--- config.mk ---
export PLATFORM = sky130hd
export DESIGN_NAME = ckpt_coordinator
export DESIGN_NICKNAME = d
export VERILOG_FILES = /design/src/rtl/ckco_pkg.sv /design/src/rtl/ckco_gather.sv /design/src/rtl/ckco_timer.sv /design/src/rtl/ckco_ctrl.sv /design/src/rtl/ckpt_coordinator.sv
export SDC_FILE = /design/constraint.sdc
export NUM_CORES = 1
export LEC_CHECK = 0
export BUFFER_PORTS_ARGS = -buffer_cell sky130_fd_sc_hd__buf_2
export CORE_MARGIN = 4
export CORE_UTILIZATION = 45
export CTS_BUF_LIST = sky130_fd_sc_hd__clkbuf_8
export CTS_CLUSTER_SIZE = 10
export DETAILED_ROUTE_END_ITERATION = 10
export MAX_ROUTING_LAYER = met4
export PLACE_DENSITY_LB_ADDON = 0.2
export SLEW_MARGIN = 0
export SYNTH_ARGS = -nofsm -noshare
export SYNTH_HDL_FRONTEND = slang
export SYNTH_HIERARCHICAL = 1
export SYNTH_SLANG_ARGS = --single-unit
--- constraint.sdc ---
create_clock -name clk -period 2.95 [get_ports clk]
set_clock_uncertainty 0.2 [all_clocks]
set_input_delay 0.295 -clock clk [delete_from_list [all_inputs] [get_ports clk]]
set_output_delay 0.295 -clock clk [all_outputs]
set_load 0.02 [all_outputs]
--- src/rtl/ckco_pkg.sv ---
package ckco_pkg;
  typedef enum logic [1:0] {
    CK_IDLE   = 2'd0,
    CK_SAVE   = 2'd1,
    CK_COMMIT = 2'd2
  } ck_state_e;
endpackage

--- src/rtl/ckco_gather.sv ---
// Sticky record of participant answers, one flop per participant.
module ckco_gather #(
  parameter int N_NODE = 4,
  parameter int N_DRAM = 2
) (
  input  logic              clk,
  input  logic              rst_n,
  input  logic              clr_i,
  input  logic              arm_i,
  input  logic [N_NODE-1:0] node_saved_i,
  input  logic [N_DRAM-1:0] dram_flushed_i,
  output logic              all_now_o
);
  localparam int N_ALL = N_NODE + N_DRAM;

  logic [N_ALL-1:0] done_w;
  logic [N_ALL-1:0] seen_q;
  logic [N_ALL-1:0] hit_w;

  assign done_w = {dram_flushed_i, node_saved_i};

  for (genvar g = 0; g < N_ALL; g++) begin : g_part
    always_ff @(posedge clk or negedge rst_n) begin
      if (!rst_n)                  seen_q[g] <= 1'b0;
      else if (clr_i)              seen_q[g] <= 1'b0;
      else if (arm_i && done_w[g]) seen_q[g] <= 1'b1;
    end
    assign hit_w[g] = seen_q[g] | done_w[g];
  end

  // complete when every participant is either recorded or answering now
  assign all_now_o = arm_i & (&hit_w);
endmodule

--- src/rtl/ckco_timer.sv ---
// Completion watchdog: counts cycles of the save phase up to a limit.
module ckco_timer #(
  parameter int TMO_W = 16
) (
  input  logic             clk,
  input  logic             rst_n,
  input  logic             start_i,
  input  logic             arm_i,
  input  logic             en_i,
  input  logic [TMO_W-1:0] limit_i,
  input  logic             all_now_i,
  output logic             err_o
);
  logic [TMO_W-1:0] cnt_q;
  logic             reached_w;
  logic             expire_w;

  function automatic logic at_limit(input logic [TMO_W-1:0] c,
                                    input logic [TMO_W-1:0] l);
    return c == l;
  endfunction

  function automatic logic [TMO_W-1:0] bump(input logic [TMO_W-1:0] c);
    return c + TMO_W'(1);
  endfunction

  assign reached_w = at_limit(cnt_q, limit_i);
  assign expire_w  = arm_i & en_i & ~all_now_i & reached_w;

  always_ff @(posedge clk or negedge rst_n) begin
    if (!rst_n)                  cnt_q <= '0;
    else if (start_i)            cnt_q <= '0;
    else if (arm_i && !reached_w) cnt_q <= bump(cnt_q);
  end

  always_ff @(posedge clk or negedge rst_n) begin
    if (!rst_n)        err_o <= 1'b0;
    else if (start_i)  err_o <= 1'b0;
    else if (expire_w) err_o <= 1'b1;
  end
endmodule

--- src/rtl/ckco_ctrl.sv ---
// Phase sequencer, pending request and commit counter.
module ckco_ctrl
  import ckco_pkg::*;
#(
  parameter int SEQ_W = 8
) (
  input  logic             clk,
  input  logic             rst_n,
  input  logic             req_i,
  input  logic             all_now_i,
  output ck_state_e        state_o,
  output logic             start_o,
  output logic             commit_o,
  output logic             pend_o,
  output logic [SEQ_W-1:0] seq_o
);
  ck_state_e st_q, st_d;
  logic      pend_q;
  logic      want_w;

  function automatic logic [SEQ_W-1:0] seq_next(input logic [SEQ_W-1:0] v);
    return v + SEQ_W'(1);
  endfunction

  assign want_w   = req_i | pend_q;
  assign start_o  = (st_q == CK_IDLE) && want_w;
  assign commit_o = (st_q == CK_SAVE) && all_now_i;

  always_comb begin
    st_d = st_q;
    case (st_q)
      CK_IDLE:   if (want_w)    st_d = CK_SAVE;
      CK_SAVE:   if (all_now_i) st_d = CK_COMMIT;
      CK_COMMIT:                st_d = CK_IDLE;
      default:                  st_d = CK_IDLE;
    endcase
  end

  always_ff @(posedge clk or negedge rst_n) begin
    if (!rst_n) st_q <= CK_IDLE;
    else        st_q <= st_d;
  end

  always_ff @(posedge clk or negedge rst_n) begin
    if (!rst_n)                         pend_q <= 1'b0;
    else if (start_o)                   pend_q <= 1'b0;
    else if (req_i && st_q != CK_IDLE)  pend_q <= 1'b1;
  end

  always_ff @(posedge clk or negedge rst_n) begin
    if (!rst_n)        seq_o <= '0;
    else if (commit_o) seq_o <= seq_next(seq_o);
  end

  assign state_o = st_q;
  assign pend_o  = pend_q;
endmodule

--- src/rtl/ckpt_coordinator.sv ---
module ckpt_coordinator
  import ckco_pkg::*;
#(
  parameter int N_NODE = 4,
  parameter int N_DRAM = 2,
  parameter int SEQ_W  = 8,
  parameter int TMO_W  = 16
) (
  input  logic              clk,
  input  logic              rst_n,
  input  logic              ckpt_req_i,
  input  logic [N_NODE-1:0] node_saved_i,
  input  logic [N_DRAM-1:0] dram_flushed_i,
  input  logic              wdog_en_i,
  input  logic [TMO_W-1:0]  wdog_limit_i,
  output logic              ckpt_o,
  output logic              busy_o,
  output logic [SEQ_W-1:0]  epoch_o,
  output logic              wdog_err_o
);
  // named internal events, also observed by the bound checker
  ck_state_e state;
  logic      start_evt;
  logic      commit_evt;
  logic      pend_w;
  logic      all_now;
  logic      in_save;

  assign in_save = (state == CK_SAVE);

  ckco_ctrl #(.SEQ_W(SEQ_W)) u_ctrl (
    .clk       (clk),
    .rst_n     (rst_n),
    .req_i     (ckpt_req_i),
    .all_now_i (all_now),
    .state_o   (state),
    .start_o   (start_evt),
    .commit_o  (commit_evt),
    .pend_o    (pend_w),
    .seq_o     (epoch_o)
  );

  ckco_gather #(.N_NODE(N_NODE), .N_DRAM(N_DRAM)) u_gather (
    .clk            (clk),
    .rst_n          (rst_n),
    .clr_i          (start_evt),
    .arm_i          (in_save),
    .node_saved_i   (node_saved_i),
    .dram_flushed_i (dram_flushed_i),
    .all_now_o      (all_now)
  );

  ckco_timer #(.TMO_W(TMO_W)) u_timer (
    .clk       (clk),
    .rst_n     (rst_n),
    .start_i   (start_evt),
    .arm_i     (in_save),
    .en_i      (wdog_en_i),
    .limit_i   (wdog_limit_i),
    .all_now_i (all_now),
    .err_o     (wdog_err_o)
  );

  assign ckpt_o = in_save;
  assign busy_o = (state != CK_IDLE);
endmodule

### Yosys cells after proc, flatten, opt, wreduce, memory -nomap -nowiden

Cells that the tools add are included.

* add/subtract/negate cells: 2
* equal/unequal tests: 4
* mux-type cells: 21
* bitwise gates (word level): 12
* reduce and logical (&&, ||, !) cells: 24

Operator list (count)
* 16-bit two-way mux: 2
* 2-bit nonzero test: 10
* 16-bit by 1-bit adder with 16-bit output, second input constant: 1
* 16-bit == test: 1
* 1-bit two-way mux: 16
* 1-bit logical AND: 10
* 8-bit by 1-bit adder with 8-bit output, second input constant: 1
* 1-bit bitwise OR: 7
* 6-bit AND reduction: 1
* 1-bit AND: 4
* 2-bit two-way mux: 2
* 2-bit one-hot mux with 2 select lines: 1
* 2-bit by 1-bit == test with 1-bit output, second input constant: 1
* 2-bit logical NOT: 1
* 2-bit by 1-bit != test with 1-bit output, second input constant: 1
* 2-bit != test, second input constant: 1
* 2-bit AND reduction: 1
* 1-bit logical NOT: 1
* 1-bit NOT: 1

* register bits: 34
* input port bits: 26
* logic and storage cells: 74

### Logic depth before layout (Yosys ltp)

Gate-level depths: netlist of the first run.

* word-level depth: 8
* mapped depth: 7

### Modules after synthesis

The synthesis of the first run kept the hierarchy.

By module, submodules not included
* ckco_timer: instances 1, cells each 118, area each 1061.0 µm², seq. area each 425.4 µm²
* ckco_ctrl: instances 1, cells each 41, area each 479.2 µm², seq. area each 275.3 µm²
* ckco_gather: instances 1, cells each 23, area each 237.7 µm², seq. area each 150.1 µm²
* ckpt_coordinator: instances 1, cells each 2, area each 12.5 µm², seq. area each 0.0 µm²

### Worst setup path after synthesis of the first run

Ideal clock, no wire load.

* path type: register to register
* start: register u_ctrl.st_q[0] (netlist: u_ctrl/state_o[0])
* end: register u_ctrl.seq_o[4]
* arrival: 2.050 ns
* data required time: 2.619 ns
* slack: 0.569 ns
* stages on the path, launching flop included: 8
* path through: dfrtp_1 -> nor2b_1 -> o21ai_1 -> nor3_2 -> nand3b_4 -> inv_2 -> nand4_1 -> xnor2_1

* cells in the longest elaborated chain, start to end: 3

Ends and longest elaborated chain
* start, declared: line ckco_ctrl.sv:17 `ck_state_e st_q, st_d;`
* start signal, assigned: line ckco_ctrl.sv:41 `else st_q <= st_d;`
* 2-bit by 1-bit == test with 1-bit output: line ckpt_coordinator.sv:29 `assign in_save = (state == CK_SAVE);`
* net ckpt_o: line ckpt_coordinator.sv:16 `output logic ckpt_o,`
* 1-bit AND: line ckco_gather.sv:32 `assign all_now_o = arm_i & (&hit_w);`
* net all_now: line ckpt_coordinator.sv:26 `logic all_now;`
* 1-bit logical AND: line ckco_ctrl.sv:27 `assign commit_o = (st_q == CK_SAVE) && all_now_i;`
* net commit_evt: line ckpt_coordinator.sv:24 `logic commit_evt;`
* end signal, assigned: line ckco_ctrl.sv:52 `else if (commit_o) seq_o <= seq_next(seq_o);`
* end, declared: line ckco_ctrl.sv:15 `output logic [SEQ_W-1:0] seq_o`

The timed path passes the listed nets, and every way through them passes these cells.
A chain may end at the register's enable or synchronous reset.

### Worst setup path after layout of the first run

* start: register u_timer.cnt_q[0]
* end: register u_timer.cnt_q[12]

* cells in the longest elaborated chain, start to end: 4
* elaborated cells between the ends (all ways): 7
* classes of those cells: add/sub (1); eq/ne (1); mux (2); reduce/logical (3)

Ends and longest elaborated chain
* start, declared: line ckco_timer.sv:14 `logic [TMO_W-1:0] cnt_q;`
* start signal, assigned: line ckco_timer.sv:33 `else if (arm_i && !reached_w) cnt_q <= bump(cnt_q);`
* branches (longest 4 deep; another with 16-bit by 1-bit adder with 16-bit output)

Several ways; the timed one is not identified. The select of a mux whose other input is x is not followed.

==> impl_metrics.env, run 1 <==
export IMPL_outcome="completed"
export IMPL_synth_warnings=6
export IMPL_hold_violations=0
export IMPL_nNetsFinal=255
export IMPL_place_area_um2=2028
export IMPL_dr_total_vias=1498
export IMPL_seq_area_um2=850.8
export IMPL_area_growth_pct=18.94
export IMPL_drive_above_1_share_pct=24.56
export IMPL_r2r_end="u_timer/cnt_q[12]$_DFFE_PN0P_"
export IMPL_reg2reg_from="u_timer/cnt_q[0]$_DFFE_PN0P_"
export IMPL_multi_input_area_um2=888.4
export IMPL_ir_drop_uv=401.1
export IMPL_initial_core_util_pct=47.83
export IMPL_diodes=0
export IMPL_synth_most_common_cell="dfrtp_1"
export IMPL_grt_max_degree=35
export IMPL_drc_errors=0
export IMPL_synth_area_per_cell_um2=9.731
export IMPL_async_flop_share_pct=100.0
export IMPL_crit_type="reg -> reg"
export IMPL_holdPathStages=3
export IMPL_clk_pin_slew_ns=0.07
export IMPL_post_route_cell_area_um2=2130
export IMPL_overflow=0
export IMPL_die_h_um=71.08
export IMPL_crit_slowest_cell="dfrtp_1"
export IMPL_drv_cap=0
export IMPL_syn_area_um2=1790
export IMPL_ys_top_cells_by_area="dfrtp_1, xnor2_1, a21oi_1, nand4_1, nor2_1"
export IMPL_max_freq_ghz=0.4518
export IMPL_yosys_area_top_type="dfrtp_1"
export IMPL_cts_tree="yes"
export IMPL_slew_limit_headroom_pct=48.80
export IMPL_yosys_cell_types_count=35
export IMPL_synth_seq_cells=34
export IMPL_reg2regPathDepth=6
export IMPL_setup_viol=0
export IMPL_detail_route_vias_per_cell=5.428
export IMPL_synth_edf_count=0
export IMPL_synth_top_cell_area_share_pct=47.52
export IMPL_rows=22
export IMPL_die_area_um2=5052
export IMPL_fin_tns_setup_ns=0
export IMPL_hold_end="u_gather/seen_q[5]$_DFFE_PN0P_"
export IMPL_ioPinCount=37
export IMPL_slew_violations=0
export IMPL_crit_path_start_kind="flip-flop"
export IMPL_root_buffer="clkbuf_8"
export IMPL_portBuffers=36
export IMPL_crit_required_ns=2.92
export IMPL_antenna_left=0
export IMPL_core_um2=3744
export IMPL_dpl_hpwl_um=2751
export IMPL_worstPathArrival_ns=2.19
export IMPL_cts_max_level=2
export IMPL_fill_cells=346
export IMPL_worst_pin_slew_ns=0.7680
export IMPL_cp_num_buf_inv=1
export IMPL_gp_congestion=0.8335
export IMPL_drt_iter0_markers=69
export IMPL_crit_family="flip-flops"
export IMPL_antenna_found_initial=0
export IMPL_min_period_ns=2.213
export IMPL_grt_pass1_wl_um=6265
export IMPL_endpoint_kind="flip-flop"
export IMPL_die_width_um=71.08
export IMPL_synth_flop_cell="dfrtp_1"
export IMPL_clk_latency_ns=0.29
export IMPL_routed_wirelength_um=3815
export IMPL_firstDrtPassIters=5
export IMPL_synth_seq_area_share_pct=47.52
export IMPL_cts_buffer_depth=2
export IMPL_synth_common_cells="dfrtp_1, a21oi_1, xnor2_1"
export IMPL_wire_per_inst_um=13.82
export IMPL_min_path_type="in -> reg"
export IMPL_grt_setup_unrepaired="false"
export IMPL_grtUsageTotal_pct=16.35
export IMPL_hp_start="dram_flushed_i[1]"
export IMPL_r2r_slack_ns=0.74
export IMPL_critPathMaxStageDelay_ns=0.44
export IMPL_numCtsBuffers=5
export IMPL_cts_sinks=34
export IMPL_synthesis_nets=212
export IMPL_path_max_fanout=21
export IMPL_p_leak_nw=0.9413
export IMPL_postSynthCellCount=184
export IMPL_path_cells="xnor2_1 -> nand4_1 -> o41ai_2 -> buf_4 -> nor4_1 -> mux2_2"
export IMPL_fin_crit_sh_pct=75.03
export IMPL_grt_pass1_vias=1310
export IMPL_p_per_area_nw_per_um2=770.5
-- cell families after synthesis --
group	share of synthesized area, %
simple gates	23.06
compound gates	11.95
flops	47.52
xor+xnor	11.74
buf+inv	3.144
mux	1.188
fa+ha+maj	1.397
-- metal layers --
| metal | global-route usage (%) | part of all wire [%] | vias up |
|---|---|---|---|
| li1 | - | - | 743 |
| met2 | 23.58 | 46 | 43 |
| met3 | 5.398 | 6.7 | 7 |
| met1 | 21.02 | 46 | 705 |
| met5 | - | 0 | - |
| met4 | 6.889 | 1.2 | 0 |
-- placed cells by master, fill, tap and decap left out, types with 4 or more instances in the layout --
| cell | count |
|---|---|
| xor2_1 | 4 |
| nand2_1 | 12 |
| buf_4 | 4 |
| nor3_2 | 4 |
| buf_2 | 36 |
| dfrtp_1 | 34 |
| nand3_1 | 4 |
| nor2_1 | 17 |
| o21ai_0 | 9 |
| inv_1 | 5 |
| clkbuf_8 | 6 |
| nand4_1 | 13 |
| a21oi_1 | 20 |
| or3_1 | 10 |
| xnor2_1 | 20 |
-- per-stage QoR --
stage	util (%)	worst slack (ns)	power, mW	instances	hold slack, ns
floorplan	-	0.5686	1.124	184	-0.2006
CTS	56.89	0.7233	1.657	276	0.05528
finish	56.89	0.7367	1.641	276	0.06471
detailed placement	54.18	0.7390	1.300	267	0.2165
global route	56.89	0.5609	1.759	276	0.05903
global placement	54.18	0.7481	1.290	267	0.2108
-- sequential cells by signal (all words and copies together) (netlist names) --
| name | count |
|---|---|
| u_ctrl/pend_o | 1 |
| u_gather/seen_q | 6 |
| u_timer/err_o | 1 |
| u_timer/cnt_q | 16 |
| u_ctrl/state_o | 2 |
| u_ctrl/seq_o | 8 |
-- worst max path at each step --
stage | end | cells after the start | slack, ns | start
3_3_place_gp | u_timer/cnt_q[12]$_DFFE_PN0P_ | 6 | 0.75 | u_timer/cnt_q[0]$_DFFE_PN0P_
4_1_cts | u_timer/cnt_q[12]$_DFFE_PN0P_ | 6 | 0.72 | u_timer/cnt_q[0]$_DFFE_PN0P_
6_report | u_timer/cnt_q[12]$_DFFE_PN0P_ | 6 | 0.74 | u_timer/cnt_q[0]$_DFFE_PN0P_
5_1_grt | u_timer/cnt_q[12]$_DFFE_PN0P_ | 6 | 0.56 | u_timer/cnt_q[0]$_DFFE_PN0P_
2_1_floorplan | u_ctrl/seq_o[4]$_DFFE_PN0P_ | 7 | 0.57 | u_ctrl/state_o[0]$_DFFE_PN0P_
3_5_place_dp | u_timer/cnt_q[12]$_DFFE_PN0P_ | 6 | 0.74 | u_timer/cnt_q[0]$_DFFE_PN0P_
-- report_power, final --
group          switching, mW  internal (mW)
Combinational          0.373          0.241
Sequential             0.103          0.573
Clock                  0.167          0.185
-- repair_timing --
action | 4_1_cts | 5_1_grt
hold endpoints to repair | 34 | 0
hold buffers | 1 | 0
gates resized for setup | 0 | 0
buffers inserted | 0 | 0
-- worst reg2reg max path, stage by stage (launching register included) --
cell and delay [ns]:
dfrtp_1 0.44, xnor2_1 0.21, nand4_1 0.18, o41ai_2 0.44, buf_4 0.28, nor4_1 0.08
mux2_2 0.27
-- layout make-up --
type                    instances  share of cell area [%]
multi-input cells             140                   41.72
flip-flops and latches         34                   39.95
repair buffers                 41                   10.34
clock buffers                   6                   3.878
well taps                      48                   2.820
inverters                       5                  0.8813
clock inverters                 2                  0.4113
Note: power is estimated with default switching activity, not from simulation.
==> inputs of run 2 (changes only) <==
ABC_AREA = 1   (was default)
clock period = 2.3 ns   (was 2.95 ns; I/O delays follow)
==> impl_metrics.env, run 2 <==
export IMPL_outcome="completed"
export IMPL_path_cells="inv_1 -> nor2_2 -> buf_4 -> buf_2"
export IMPL_die_h_um=79.94
export IMPL_post_route_cell_area_um2=2678
export IMPL_routed_wirelength_um=5041
export IMPL_diodes=0
export IMPL_critPathMaxStageDelay_ns=0.43
export IMPL_crit_required_ns=1.87
export IMPL_gp_congestion=0.8667
export IMPL_postSynthCellCount=344
export IMPL_internal_power_mw=1.241
export IMPL_combinationalPowerShare_pct=41.7
export IMPL_yosys_cell_types_count=27
export IMPL_portBuffers=36
export IMPL_worstPathArrival_ns=1.45
export IMPL_grt_pass1_vias=1970
export IMPL_swShare_pct=42.78
export IMPL_dr_total_vias=2150
export IMPL_antenna_found_initial=0
export IMPL_crit_slowest_cell="dfrtp_1"
export IMPL_fin_crit_sh_pct=81.63
export IMPL_pwr_share_clk_pct=18.5
export IMPL_cts_tree="yes"
export IMPL_wire_per_inst_um=11.13
export IMPL_path_max_fanout=25
export IMPL_largest_reg_flops=16
export IMPL_reg2reg_from="u_timer/cnt_q[1]$_DFFE_PN0P_"
export IMPL_fin_tns_setup_ns=0
export IMPL_min_path_type="in -> reg"
export IMPL_ir_drop_uv=642.8
export IMPL_min_period_ns=1.877
export IMPL_drv_cap=0
export IMPL_crit_path_start_kind="flip-flop"
export IMPL_ctsHoldBuffers=5
export IMPL_synth_warnings=6
export IMPL_dp_cells=441
export IMPL_synth_flop_cell="dfrtp_1"
export IMPL_stdcell_count=453
export IMPL_core_um2=4880
export IMPL_p_leak_nw=1.490
export IMPL_synth_seq_area_share_pct=36.54
export IMPL_synth_edf_count=0
export IMPL_synth_top_cell_area_share_pct=36.54
export IMPL_firstDrtPassIters=4
export IMPL_ys_top_cells_by_area="dfrtp_1, nand2_1, inv_1, nor2_1, nand4_1"
export IMPL_synth_common_cells="nand2_1, inv_1, nor2_1"
export IMPL_p_per_area_nw_per_um2=810.3
export IMPL_seq_area_um2=850.8
export IMPL_cts_setup_buffers=0
export IMPL_reg_largest_list="u_timer/cnt_q x16, u_ctrl/seq_o x8, u_gather/seen_q x6"
export IMPL_layout_common_cells="nand2_1, inv_1, nor2_1"
export IMPL_initial_core_util_pct=47.72
export IMPL_drt_iter0_markers=175
export IMPL_synth_seq_cells=34
export IMPL_critPathLaunch="u_ctrl/state_o[0]$_DFFE_PN0P_"
export IMPL_cp_num_buf_inv=3
export IMPL_antenna_left=0
export IMPL_final_common_cell="nand2_1"
export IMPL_multi_input_area_um2=1196
export IMPL_numCtsBuffers=5
export IMPL_endpoint_kind="output port"
export IMPL_worst_pin_slew_ns=0.7682
export IMPL_rows=25
export IMPL_grtUsageTotal_pct=17.57
export IMPL_syn_area_um2=2328
export IMPL_detail_route_vias_per_cell=4.746
export IMPL_place_area_um2=2551
export IMPL_grt_max_degree=35
export IMPL_crit_type="reg -> out"
export IMPL_fill_cells=507
export IMPL_slew_limit_headroom_pct=48.79
export IMPL_yosys_area_top_type="dfrtp_1"
export IMPL_cts_max_level=2
export IMPL_grt_pass1_wl_um=8728
export IMPL_setup_viol=0
export IMPL_die_width_um=79.94
export IMPL_regMostFlops="u_timer/cnt_q"
export IMPL_holdWs_ns=0.06461
export IMPL_drc_errors=0
export IMPL_cts_resized=0
export IMPL_synth_area_per_cell_um2=6.769
export IMPL_cts_buffer_depth=2
export IMPL_slew_violations=0
export IMPL_root_buffer="clkbuf_8"
export IMPL_grt_setup_unrepaired="false"
export IMPL_dpl_hpwl_um=3715
export IMPL_clk_latency_ns=0.28
export IMPL_clk_pin_slew_ns=0.06
export IMPL_hp_start="dram_flushed_i[1]"
export IMPL_hold_violations=0
export IMPL_async_flop_share_pct=100.0
export IMPL_overflow=0
export IMPL_timing_final_ws_setup_ns=0.4226
export IMPL_power_total_mw=2.170
export IMPL_drive_above_1_share_pct=18.13
export IMPL_crit_family="buffers and inverters"
export IMPL_seqPwrFrac_pct=39.7
export IMPL_area_growth_pct=14.99
export IMPL_post_place_ws_ns=0.4939
export IMPL_die_area_um2=6390
export IMPL_power_switching_mw=0.9282
export IMPL_max_freq_ghz=0.5326
export IMPL_ioPinCount=37
export IMPL_cts_sinks=34
export IMPL_final_util_pct=54.87
export IMPL_synth_most_common_cell="nand2_1"
export IMPL_synthesis_nets=372
export IMPL_nNetsFinal=414
-- run 2: cell types whose count changed after synthesis, moves of 7 or more --
cell | previous run | this run
inv_1 | 4 | 47
nand3_1 | 4 | 21
xnor2_1 | 20 | 2
nand2_1 | 12 | 114
inv_2 | 1 | 10
a21oi_1 | 20 | 6
or3_1 | 10 | 0
nand3_2 | 0 | 7
nor2_1 | 17 | 46
-- run 2: final timing paths --
kind / cells past startpoint / to / slack (ns)
setup / recovery: 4 / ckpt_o / 0.42
hold / removal: 3 / u_gather/seen_q[5]$_DFFE_PN0P_ / 0.06
setup reg to reg: 7 / u_timer/cnt_q[10]$_DFFE_PN0P_ / 0.48
hold reg to reg: 2 / u_ctrl/pend_o$_DFFE_PN0P_ / 0.30
max in group asynchronous: 2 / u_timer/cnt_q[13]$_DFFE_PN0P_ / 1.06
min in group asynchronous: 2 / u_gather/seen_q[3]$_DFFE_PN0P_ / 0.36
-- run 2: power groups by stage --
stage	Sequential, mW	Combinational [mW]	Clock, mW
after floorplan	0.879	0.694	0
after global placement	0.868	0.890	0
after detailed placement	0.870	0.910	0
after CTS	0.863	0.916	0.413
after global routing	0.883	1.02	0.444
final	0.862	0.906	0.402
-- run 2: cells by family after synthesis --
kind of cell / count (synthesis) / synth area share, %
AOI/OAI and AO/OA: 9 / 1.934
xor gates and xnor gates: 11 / 4.138
DFF: 34 / 36.54
and+or+nand+nor: 221 / 44.12
buffers and inverters: 67 / 12.20
adders and majority gates: 2 / 1.075
-- run 2: tightest hold or removal path: stages --
cell and delay [ns]:
buf_2 0.09, nor2_1 0.12, nor3_1 0.07
-- run 2: metal layers --
layer  vias up  track usage (%)  wire [um]
li1       1145                -          -
met1       952            24.86       2565
met2        49            26.24       2166
met3         4            2.822        265
met4         0            4.561         44
met5         -                -          0
-- run 2: layout make-up --
class                   count  share of cell area (%)
flip-flops and latches     34                   31.78
repair buffers             44                   9.439
clock inverters             2                  0.2804
well taps                  67                   3.131
multi-input cells         243                   44.67
inverters                  58                   8.131
clock buffers               5                   2.570
==> inputs of run 3 (changes only) <==
clock period = 1.8 ns   (was 2.3 ns; I/O delays follow)
==> impl_metrics.env, run 3 (synthesis results as in run 2) <==
export IMPL_power_switching_mw=1.286
export IMPL_hold_violations=0
export IMPL_reg2reg_from="u_timer/cnt_q[3]$_DFFE_PN0P_"
export IMPL_min_path_type="in -> reg"
export IMPL_crit_type="reg -> reg"
export IMPL_reg2regPathDepth=9
export IMPL_die_width_um=79.94
export IMPL_firstDrtPassIters=4
export IMPL_numCtsBuffers=5
export IMPL_hp_start="node_saved_i[2]"
export IMPL_combinationalPowerShare_pct=43.1
export IMPL_die_area_um2=6390
export IMPL_crit_path_start_kind="flip-flop"
export IMPL_path_max_fanout=8
export IMPL_detail_route_vias_per_cell=4.785
export IMPL_holdPathStages=3
export IMPL_overflow=0
export IMPL_dpl_hpwl_um=3817
export IMPL_cts_max_level=2
export IMPL_clk_latency_ns=0.29
export IMPL_antenna_found_initial=0
export IMPL_grt_max_degree=35
export IMPL_drc_errors=0
export IMPL_largest_reg_flops=16
export IMPL_grtUsageTotal_pct=18.52
export IMPL_hold_end="u_gather/seen_q[2]$_DFFE_PN0P_"
export IMPL_r2r_slack_ns=0.04
export IMPL_die_h_um=79.94
export IMPL_seqPwrFrac_pct=35.3
export IMPL_worst_pin_slew_ns=0.4302
export IMPL_ir_drop_uv=972.7
export IMPL_fill_cells=448
export IMPL_min_period_ns=1.761
export IMPL_nNetsFinal=443
export IMPL_grt_pass1_vias=2000
export IMPL_drive_above_1_share_pct=28.13
export IMPL_p_leak_nw=1.666
export IMPL_reg_largest_list="u_timer/cnt_q x16, u_ctrl/seq_o x8, u_gather/seen_q x6"
export IMPL_r2r_end="u_timer/cnt_q[0]$_DFFE_PN0P_"
export IMPL_antenna_left=0
export IMPL_portBuffers=36
export IMPL_slew_violations=0
export IMPL_gp_congestion=0.8046
export IMPL_area_growth_pct=29.88
export IMPL_ioPinCount=37
export IMPL_fin_crit_sh_pct=97.84
export IMPL_drv_cap=0
export IMPL_dr_total_vias=2311
export IMPL_wire_per_inst_um=11.84
export IMPL_root_buffer="clkbuf_8"
export IMPL_endpoint_kind="flip-flop"
export IMPL_regMostFlops="u_timer/cnt_q"
export IMPL_worstPathArrival_ns=1.78
export IMPL_holdWs_ns=0.01348
export IMPL_outcome="completed"
export IMPL_clk_pin_slew_ns=0.07
export IMPL_grt_pass1_wl_um=9073
export IMPL_cts_buffer_depth=2
export IMPL_diodes=0
export IMPL_p_per_area_nw_per_um2=1038
export IMPL_core_um2=4880
export IMPL_setup_viol=0
export IMPL_cts_sinks=34
export IMPL_final_util_pct=61.97
export IMPL_slew_limit_headroom_pct=71.32
export IMPL_drt_iter0_markers=109
export IMPL_rows=25
export IMPL_grt_setup_unrepaired="true"
export IMPL_pwr_share_clk_pct=21.7
export IMPL_layout_common_cells="nand2_1, inv_1, nor2_1"
export IMPL_final_common_cell="nand2_1"
export IMPL_routed_wirelength_um=5718
export IMPL_swShare_pct=40.97
export IMPL_max_freq_ghz=0.5678
export IMPL_crit_required_ns=1.82
export IMPL_initial_core_util_pct=47.72
export IMPL_internal_power_mw=1.853
export IMPL_cts_tree="yes"
[run 3: power by group through the flow]
stage                     registers [mW]  logic (mW)  clock network (mW)
after CTS                           1.11        1.20               0.707
after global placement              1.11        1.16                   0
final                               1.11        1.35               0.680
after global routing                1.14        1.50               0.737
after floorplan                     1.13       0.899                   0
after detailed placement            1.12        1.18                   0
[run 3: per-layer routing]
layer / share of wire (%) / GRT usage (%) / up-vias
met3: 6.1 / 3.047 / 9
met5: 0 / - / -
met4: 1.6 / 6.081 / 0
met2: 47 / 28.06 / 65
li1: - / - / 1209
met1: 46 / 25.27 / 1028
[run 3: cell type report]
cell class / count / area, um^2 / share of cell area (%)
clock inverter: 3 / 37.54 / 1.241
tap: 67 / 83.83 / 2.772
timing repair buffer: 70 / 473.0 / 15.64
clock buffer: 5 / 68.82 / 2.276
sequential: 34 / 860.8 / 28.47
inverter: 58 / 217.7 / 7.199
multi-input combinational: 246 / 1282 / 42.41
[run 3: critical path, stage by stage (launching register included)]
cell and delay [ns]:
dfrtp_2 0.45, xor2_1 0.17, nor2_1 0.11, nand2_1 0.11
nor2_4 0.13, buf_12 0.14, nand2_8 0.09, nand2_8 0.13
nand3_1 0.08, nand2_1 0.08
[run 3: per-stage QoR]
| step | std cells | power, mW | setup TNS [ns] | setup WS (ns) | instance area [um^2] |
|---|---|---|---|---|---|
| after detailed placement | 454 | 2.294 | -0.004413 | -0.004413 | 2654 |
| after global placement | 454 | 2.272 | 0 | 0.02407 | 2654 |
| final | 483 | 3.140 | 0 | 0.03893 | 3024 |
| after floorplan | 344 | 2.027 | -0.009330 | -0.009330 | 2336 |
| after global routing | 483 | 3.378 | -0.5676 | -0.07299 | 3024 |
| after CTS | 468 | 3.015 | 0 | 0.01279 | 2825 |
[run 3: timing repair]
item / CTS / global route
resized for setup: 2 / 21
hold endpoints to repair: 40 / 0
setup buffers: 0 / 12
pin swaps: 0 / 13
endpoints found under the setup margin: 3 / 22
cloned: 0 / 3
hold buffers: 6 / 0
[run 3: how the worst max path moves through the flow]
stage | slack, ns | cells after the start | startpoint | to
global route | -0.07 | 9 | u_timer/cnt_q[1]$_DFFE_PN0P_ | u_timer/cnt_q[14]$_DFFE_PN0P_
CTS | 0.01 | 11 | u_ctrl/state_o[0]$_DFFE_PN0P_ | u_ctrl/seq_o[7]$_DFFE_PN0P_
finish | 0.04 | 9 | u_timer/cnt_q[3]$_DFFE_PN0P_ | u_timer/cnt_q[0]$_DFFE_PN0P_
global placement | 0.02 | 11 | u_ctrl/state_o[0]$_DFFE_PN0P_ | u_ctrl/seq_o[7]$_DFFE_PN0P_
floorplan | -0.009 | 11 | u_ctrl/state_o[0]$_DFFE_PN0P_ | u_ctrl/seq_o[7]$_DFFE_PN0P_
detailed placement | -0.004 | 11 | u_ctrl/state_o[0]$_DFFE_PN0P_ | u_ctrl/seq_o[7]$_DFFE_PN0P_
